`src/rtl/dma_arb_pkg.sv`:
```
package dma_arb_pkg;
  localparam int unsigned ARB_NCH    = 4;
  localparam int unsigned ARB_DW     = 32;
  localparam int unsigned ARB_ME_POS = 16;
  localparam int unsigned ARB_RR_TOP = 5;
endpackage

```
`src/rtl/dma_arb_cfg.sv`:
```
module dma_arb_cfg #(
  parameter int unsigned NCH    = 4,
  parameter int unsigned DW     = 32,
  parameter int unsigned ME_POS = 16,
  parameter int unsigned RR_TOP = 5
) (
  input  logic           clk,
  input  logic           rst_n,
  input  logic           we,
  input  logic [DW-1:0]  wdata,
  output logic [DW-1:0]  rdata,
  output logic           master_en,
  output logic [NCH-1:0] rr_sel
);
  logic unused_wbits;
  assign unused_wbits = ^wdata;

  always_ff @(posedge clk or negedge rst_n) begin
    if (!rst_n) begin
      master_en <= 1'b0;
      rr_sel    <= '0;
    end else if (we) begin
      master_en <= wdata[ME_POS];
      for (int i = 0; i < int'(NCH); i++) rr_sel[i] <= wdata[RR_TOP-i];
    end
  end

  always_comb begin
    rdata         = '0;
    rdata[ME_POS] = master_en;
    for (int i = 0; i < int'(NCH); i++) rdata[RR_TOP-i] = rr_sel[i];
  end
endmodule

```
`src/rtl/dma_arb_elig.sv`:
```
module dma_arb_elig #(
  parameter int unsigned NCH = 4
) (
  input  logic           master_en,
  input  logic           nmi,
  input  logic [NCH-1:0] ch_en,
  input  logic [NCH-1:0] ch_te,
  input  logic [NCH-1:0] req,
  output logic [NCH-1:0] act
);
  for (genvar g = 0; g < int'(NCH); g++) begin : g_ch
    assign act[g] = req[g] & ch_en[g] & ~ch_te[g] & master_en & ~nmi;
  end
endmodule

```
`src/rtl/dma_arb_pick.sv`:
```
module dma_arb_pick #(
  parameter int unsigned NCH = 4
) (
  input  logic           clk,
  input  logic           rst_n,
  input  logic [NCH-1:0] act,
  input  logic [NCH-1:0] rr_sel,
  output logic [NCH-1:0] gnt
);
  localparam int unsigned IW = (NCH > 1) ? $clog2(NCH) : 1;
  localparam logic [NCH-1:0] ONE = NCH'(1);

  logic [IW-1:0]  ptr;
  logic [IW-1:0]  rot_idx;
  logic [NCH-1:0] fixed_c, rot_c, fix_pick, rot_pick, gnt_n;
  logic           hold, found;

  assign hold    = |(gnt & act);
  assign fixed_c = act & ~rr_sel;
  assign rot_c   = act & rr_sel;

  always_comb begin
    fix_pick = '0;
    for (int i = int'(NCH) - 1; i >= 0; i--)
      if (fixed_c[i]) fix_pick = ONE << i;
  end

  always_comb begin
    rot_pick = '0;
    rot_idx  = ptr;
    found    = 1'b0;
    for (int k = 1; k <= int'(NCH); k++) begin
      int unsigned idx;
      idx = (int'(ptr) + k) % NCH;
      if (!found && rot_c[idx]) begin
        rot_pick = ONE << idx;
        rot_idx  = IW'(idx);
        found    = 1'b1;
      end
    end
  end

  always_comb begin
    if (hold)          gnt_n = gnt;
    else if (|fixed_c) gnt_n = fix_pick;
    else               gnt_n = rot_pick;
  end

  always_ff @(posedge clk or negedge rst_n) begin
    if (!rst_n) begin
      gnt <= '0;
      ptr <= IW'(NCH - 1);
    end else begin
      gnt <= gnt_n;
      if (!hold && !(|fixed_c) && found) ptr <= rot_idx;
    end
  end


  gnt_onehot_chk: assert property (@(posedge clk) disable iff (!rst_n)
    $onehot0(gnt));

  gnt_eligible_chk: assert property (@(posedge clk) disable iff (!rst_n)
    (gnt != '0) |-> ((gnt & $past(act)) != '0));

  gnt_hold_chk: assert property (@(posedge clk) disable iff (!rst_n)
    ((gnt & act) != '0) |=> (gnt == $past(gnt)));

  fixed_first_chk: assert property (@(posedge clk) disable iff (!rst_n)
    (((gnt & act) == '0) && ((act & ~rr_sel) != '0)) |=> ((gnt & ~$past(rr_sel)) != '0));
endmodule

```
`src/rtl/dma_req_arbiter.sv`:
```
module dma_req_arbiter #(
  parameter int unsigned NCH    = dma_arb_pkg::ARB_NCH,
  parameter int unsigned DW     = dma_arb_pkg::ARB_DW,
  parameter int unsigned ME_POS = dma_arb_pkg::ARB_ME_POS,
  parameter int unsigned RR_TOP = dma_arb_pkg::ARB_RR_TOP
) (
  input  logic           clk,
  input  logic           rst_n,
  input  logic           reg_we,
  input  logic [DW-1:0]  reg_wdata,
  output logic [DW-1:0]  reg_rdata,
  input  logic [NCH-1:0] ch_en,
  input  logic [NCH-1:0] ch_te,
  input  logic           nmi_flag,
  input  logic [NCH-1:0] req,
  output logic [NCH-1:0] gnt
);
  logic           master_en;
  logic [NCH-1:0] rr_sel, act;

  dma_arb_cfg #(.NCH(NCH), .DW(DW), .ME_POS(ME_POS), .RR_TOP(RR_TOP)) u_cfg (
    .clk(clk), .rst_n(rst_n), .we(reg_we), .wdata(reg_wdata), .rdata(reg_rdata),
    .master_en(master_en), .rr_sel(rr_sel)
  );

  dma_arb_elig #(.NCH(NCH)) u_elig (
    .master_en(master_en), .nmi(nmi_flag), .ch_en(ch_en), .ch_te(ch_te),
    .req(req), .act(act)
  );

  dma_arb_pick #(.NCH(NCH)) u_pick (
    .clk(clk), .rst_n(rst_n), .act(act), .rr_sel(rr_sel), .gnt(gnt)
  );


  me_off_chk: assert property (@(posedge clk) disable iff (!rst_n)
    !master_en |=> (gnt == '0));
endmodule

```
`config.mk`:
```
export PLATFORM = sky130hd
export DESIGN_NAME = dma_req_arbiter
export DESIGN_NICKNAME = d
export VERILOG_FILES = /design/src/rtl/dma_arb_pkg.sv /design/src/rtl/dma_arb_cfg.sv /design/src/rtl/dma_arb_elig.sv /design/src/rtl/dma_arb_pick.sv /design/src/rtl/dma_req_arbiter.sv
export SDC_FILE = /design/constraint.sdc
export NUM_CORES = 1
export LEC_CHECK = 0
export ABC_AREA = 1
export CAP_MARGIN = 20
export CORE_ASPECT_RATIO = 0.5
export CORE_MARGIN = 10
export CORE_UTILIZATION = 40
export DETAILED_ROUTE_END_ITERATION = 12
export PLACE_DENSITY = 0.87
export SYNTH_ARGS = -nofsm -noshare
export SYNTH_HDL_FRONTEND = slang
export SYNTH_SLANG_ARGS = --single-unit
```
`constraint.sdc`:
```
create_clock -name clk -period 5.75 [get_ports clk]
set_input_delay 1.4375 -clock clk [delete_from_list [all_inputs] [get_ports clk]]
set_output_delay 1.4375 -clock clk [all_outputs]
set_load 0.02 [all_outputs]
```
==> qor.csv, run 1 <==
metric,value,unit
status,completed,
die-area,6140,µm²
skew,0.00282,ns
rows,14,
grt_pass1_wl,5.38,mm
dieWidth,101,µm
yosysSeqAreaShare,21.0,%
seqCellArea,278,µm²
synth_area_leaders,"dfrtp_1 (17%), buf_4 (16%), nand2_1 (13%)",
cts_setup_buffers,0,
hold-worst-slack,0.520,ns
grt_setup_unrepaired,false,
cts_root_buf,clkbuf_8,
htree_levels,1,
synthDistinctLibCells,29,
cts_num_sinks,11,
drive_gt1_share,11.9,%
top_level_ports,84,
ctsResizeCount,0,
reg2reg_depth,11,
synth_top_area_share,17.0,%
cp.required,5.87,ns
cp-end-kind,register,
pre_cts_slack,2.43,ns
clockBufferDepth,2,
grt.total_usage,10.7,%
nFillCells,294,
hold_depth,2,
drc,0,
port_buffers,29,
crit_chain,clkdlybuf4s50_1 -> nand2_1 -> nor2_1 -> nand4_2 -> nand3_2 -> nand2_4 -> nand2_1 -> o21ai_0 -> nor2_1 -> nand3_1 -> nand2_1 -> nand2_1,
yosysTopAreaCell,dfrtp_1,
drtAntennaViolNets,0,
min_period,3.15,ns
finish.utilization,51.6,%
fin_ws,2.60,ns
r2r_start,u_pick.ptr[0]$_DFFE_PN1P_,
layout.cells.most_common_list,"nand2_1 (45), clkdlybuf4s50_1 (29), conb_1 (27), nor2_1 (20), nand3_1 (17)",
worstPathMaxFanout,6,
multiInputGateArea,860,µm²
syn_inst,188,
synth_area,1320,µm²
synth_warnings,0,
initial_core_util,42.9,%
setup_viol,0,
ir_drop,0.237,mV
worstSetupPathType,primary input to register,
cts_tree,done,
grt_max_degree,12,
postCtsHoldBufs,0,
hold-path-endpoint,u_pick.gnt[3]$_DFFE_PN0N_,
grt_pass1_vias,1196,
synth_area_per_cell,7.03,µm²
crit_top_cell,nand2_1,
drv_slew,0,
min_from,u_pick.gnt[3]$_DFFE_PN0N_,
rrSetupSlack,3.54,ns
hold_path_class,register to register,
cap_violations,0,
clock.fmax,318,MHz
cellLeakagePower,0.797,nW
cts_buffers,3,
area_delta_synth_final,20.4,%
worstPathArrival,3.27,ns
timing.final.crit_share,54.8,%
place_hpwl,2.85,mm
gp_congestion,0.816,
p_per_area,366,nW/µm²
finalHoldViolCount,0,
fin_setup_tns,0,ns
drt-initial-drc-count,133,
grt_antenna_before_repair,0,
fin_nets,275,
drt-pass1-iter-count,4,
start_kind,primary input,
wl_per_cell,12.8,µm
synth_seq_cells,11,
final_common_cell,nand2_1,
routed-via-count,1235,
core,3080,µm²
worstSkewPairLatency,0.23,ns
rr_endpoint,u_pick.gnt[3]$_DFFE_PN0N_,
n_antenna_cell,0,
grt.overflow.total,0,
routed_wl,3.30,mm
viasPerCell,4.79,
critPathSlowestCell,clkdlybuf4s50_1,
die_h,60.6,µm
cp_slowest_stage_delay,0.45,ns
path_clk_slew,0.04,ns
## power breakdown
| part | switching, W | leakage, nW | internal, W |
|---|---|---|---|
| logic | 0.000234 | 0.638 | 0.000132 |
| clock network | 0.0000262 | 0.0228 | 0.0000484 |
| registers | 0.0000339 | 0.136 | 0.000108 |
| total | 0.000294 | 0.797 | 0.000288 |
## logic make-up after synthesis
group	synth area share, %
AND/OR/NAND/NOR	42.4
other	0.284
buffers and inverters	21.3
XOR/XNOR	0.663
adder cells (fa/ha/maj)	7.58
multiplexers	0.852
AO/OA/AOI/OAI	5.87
flip-flops	21.0
## flip-flops by register name (all words and copies together), names as in the netlist
| register | flops |
|---|---|
| u_cfg.rr_sel | 4 |
| u_pick.ptr | 2 |
| u_cfg.master_en | 1 |
| u_pick.gnt | 4 |
## layout make-up
| cell class | count | share of cell area, % |
|---|---|---|
| clock buffers | 4 | 2.83 |
| inverters | 18 | 4.25 |
| multi-input cells | 156 | 54.1 |
| flip-flops and latches | 11 | 17.5 |
| well taps | 40 | 3.15 |
| repair buffers | 29 | 18.3 |
## worst max path at each step
stage                  start                   endpoint  slack, ns
floorplan             req[3]  u_pick.gnt[3]$_DFFE_PN0N_       3.20
global placement      req[3]  u_pick.gnt[3]$_DFFE_PN0N_       2.44
detailed placement  ch_en[3]  u_pick.gnt[3]$_DFFE_PN0N_       2.43
CTS                 ch_en[3]  u_pick.gnt[3]$_DFFE_PN0N_       2.67
global route        ch_en[3]  u_pick.gnt[3]$_DFFE_PN0N_       2.43
finish                req[3]  u_pick.gnt[3]$_DFFE_PN0N_       2.60
## Yosys cell counts (all sizes together)
cell type   n
conb        1
nor3        2
buf        28
o21ai       7
nor2       23
dfrtp       9
xor2        1
mux2        1
inv        18
clkbuf      1
dfstp       2
or2         1
nand3      21
a31oi       1
ha          8
nor3b       1
a21oi       5
nand2      50
nand4       8
## per-layer routing
metal | GRT usage [%] | wire, µm | part of all wire [%]
met1 | 12.0 | 1290 | 39
met2 | 19.9 | 1650 | 50
met3 | 2.04 | 331 | 10
met4 | 4.34 | 27 | 0.82
met5 | 0 | 0 | 0
## stage by stage
step	area (µm²)	power, W	cells
2_1_floorplan	1420	0.000420	214
3_3_place_gp	1550	0.000501	254
3_5_place_dp	1550	0.000507	254
4_1_cts	1590	0.000585	258
5_1_grt	1590	0.000629	258
6_report	1590	0.000582	258
## critical path, delay by kind of cell
kind                   cells  cell delay [ns]
AOI/OAI and AO/OA          1             0.09
buffers and inverters      1             0.45
and+or+nand+nor           10             1.28
(Power assumes the default switching activity.)
==> run 2, diff against run 1 <==
--- a/config.mk
+++ b/config.mk
@@ -9,9 +9,9 @@
 export CAP_MARGIN = 20
 export CORE_ASPECT_RATIO = 0.5
 export CORE_MARGIN = 10
-export CORE_UTILIZATION = 40
+export CORE_UTILIZATION = 37
 export DETAILED_ROUTE_END_ITERATION = 12
-export PLACE_DENSITY = 0.87
+export PLACE_DENSITY = 0.81
 export SYNTH_ARGS = -nofsm -noshare
 export SYNTH_HDL_FRONTEND = slang
 export SYNTH_SLANG_ARGS = --single-unit
==> constraint.sdc (replaced) <==
create_clock -name clk -period 3.2 [get_ports clk]
set_input_delay 0.8 -clock clk [delete_from_list [all_inputs] [get_ports clk]]
set_output_delay 0.8 -clock clk [all_outputs]
set_load 0.02 [all_outputs]
==> run 2 against run 1 <==
Die area is 5.9% higher. Power rose by 81%. Critical path depth stayed put. Via count decreased by 1.7%. Register-to-register slack got worse by 2.6 ns. First-iteration DRC count decreased by 18%. Combinational power is 80% higher. Count of clock-buffer cells in the layout did not move. Clock power is 86% higher. Non-clock buffer count stayed put. Global-route usage decreased by 1.2 points. Sequential share of layout area down 0.15 points. Critical path type unchanged. Largest power group unchanged.
==> qor.csv, run 2 (synthesis gave the netlist of run 1 again) <==
metric,value,unit
status,completed,
rows,15,
routed.top_layer,met4,
skew,0.00691,ns
viasPerCell,4.51,
worst_pin_slew,0.510,ns
cp.required,3.33,ns
dieWidth,105,µm
fin_setup_tns,0,ns
clockBufferDepth,2,
n_antenna_cell,0,
ir_drop,0.341,mV
dp.cells,265,
grt_pass1_vias,1154,
start_kind,primary input,
worstSetupPathType,primary input to register,
p_per_area,658,nW/µm²
worstPathArrival,2.57,ns
initial_core_util,38.5,%
nFillCells,350,
worstSkewPairLatency,0.24,ns
die-area,6510,µm²
worstPathMaxFanout,6,
drt-initial-drc-count,109,
cellLeakagePower,0.797,nW
route.met2.wl,1.58,mm
routed-via-count,1214,
finalNonFillerCells,269,
drc,0,
grt_max_degree,12,
finalHoldViolCount,0,
drive_gt1_share,11.9,%
drt-pass1-iter-count,5,
reg_top3,"u_cfg.rr_sel: 4 flops, u_pick.gnt: 4 flops, u_pick.ptr: 2 flops",
layout.cells.most_common_list,"nand2_1 (45), clkdlybuf4s50_1 (29), conb_1 (27), nor2_1 (20), nand3_1 (17)",
timing.final.crit_share,76.3,%
htree_levels,1,
hold_path_class,register to register,
grt.overflow.total,0,
top_level_ports,84,
fin_nets,275,
dr_wl_met3,270,µm
ctsResizeCount,0,
area_delta_synth_final,21.4,%
path_clk_slew,0.05,ns
die_h,62.3,µm
setup_viol,0,
cts_setup_buffers,0,
cap_violations,0,
cp-end-kind,register,
postCtsHoldBufs,0,
slew_headroom,65.9,%
routed_wl,3.26,mm
final_common_cell,nand2_1,
gp_congestion,0.835,
grt_pass1_wl,5.35,mm
grt.total_usage,9.54,%
drtAntennaViolNets,0,
min_period,2.44,ns
clock.fmax,410,MHz
cts_buffers,3,
wl_met1,1.36,mm
grt_antenna_before_repair,0,
cts_tree,done,
place_hpwl,2.84,mm
drv_slew,0,
wl_per_cell,12.1,µm
hold-worst-slack,0.536,ns
port_buffers,29,
finish.utilization,46.7,%
placed_area,1560,µm²
grt_setup_unrepaired,false,
cts_root_buf,clkbuf_8,
cts_num_sinks,11,
final_cell_area,1600,µm²
core,3430,µm²
==> run 2: cell counts in the layout (fill, tap and decap cells not counted) <==
Identical to the previous run, type by type.
==> run 2: metal layers <==
| metal | vias to the layer above | track usage [%] |
|---|---|---|
| met5 | - | 0 |
| met2 | 36 | 16.2 |
| li1 | 610 | - |
| met4 | 0 | 2.59 |
| met3 | 4 | 3.70 |
| met1 | 564 | 10.9 |
==> run 2: worst paths after layout <==
check | startpoint | endpoint | slack (ns) | cells past startpoint
worst max-delay path | req[3] | u_pick.gnt[3]$_DFFE_PN0N_ | 0.76 | 12
worst min-delay path | u_pick.gnt[3]$_DFFE_PN0N_ | u_pick.gnt[3]$_DFFE_PN0N_ | 0.54 | 2
worst max register to register | u_pick.ptr[1]$_DFFE_PN1P_ | u_pick.gnt[2]$_DFFE_PN0N_ | 0.99 | 11
worst min register to register | u_pick.gnt[3]$_DFFE_PN0N_ | u_pick.gnt[3]$_DFFE_PN0N_ | 0.54 | 2
max in group asynchronous | rst_n | u_pick.ptr[1]$_DFFE_PN1P_ | 1.94 | 1
min in group asynchronous | rst_n | u_pick.gnt[1]$_DFFE_PN0N_ | 0.90 | 1
==> run 2: worst max-delay path: stages <==
cell	delay (ns)
clkdlybuf4s50_1	0.46
nand2_1	0.05
nor2_1	0.27
nand4_2	0.15
nand3_2	0.17
nand2_4	0.11
nand2_1	0.15
o21ai_0	0.09
nor2_1	0.13
nand3_1	0.09
nand2_1	0.07
nand2_1	0.04
==> run 2: per-stage QoR <==
| step | setup WS (ns) | total power, W |
|---|---|---|
| after global routing | 0.597 | 0.00113 |
| after floorplan | 1.29 | 0.000754 |
| final | 0.758 | 0.00106 |
| after CTS | 0.783 | 0.00106 |
| after detailed placement | 0.532 | 0.000913 |
| after global placement | 0.578 | 0.000898 |
==> run 2: layout make-up <==
cell class / instances / area, µm² / share of cell area (%)
multi-input cells: 156 / 860 / 53.6
repair buffers: 29 / 290 / 18.1
clock buffers: 4 / 45.0 / 2.81
flip-flops and latches: 11 / 278 / 17.3
well taps: 51 / 63.8 / 3.98
inverters: 18 / 67.6 / 4.21
==> run 2: power breakdown <==
part	leakage (nW)	internal (W)	total, W	switching (W)
combinational	0.638	0.000237	0.000658	0.000421
clock	0.0228	0.0000874	0.000139	0.0000519
sequential	0.136	0.000194	0.000258	0.0000645
total	0.797	0.000518	0.00106	0.000538
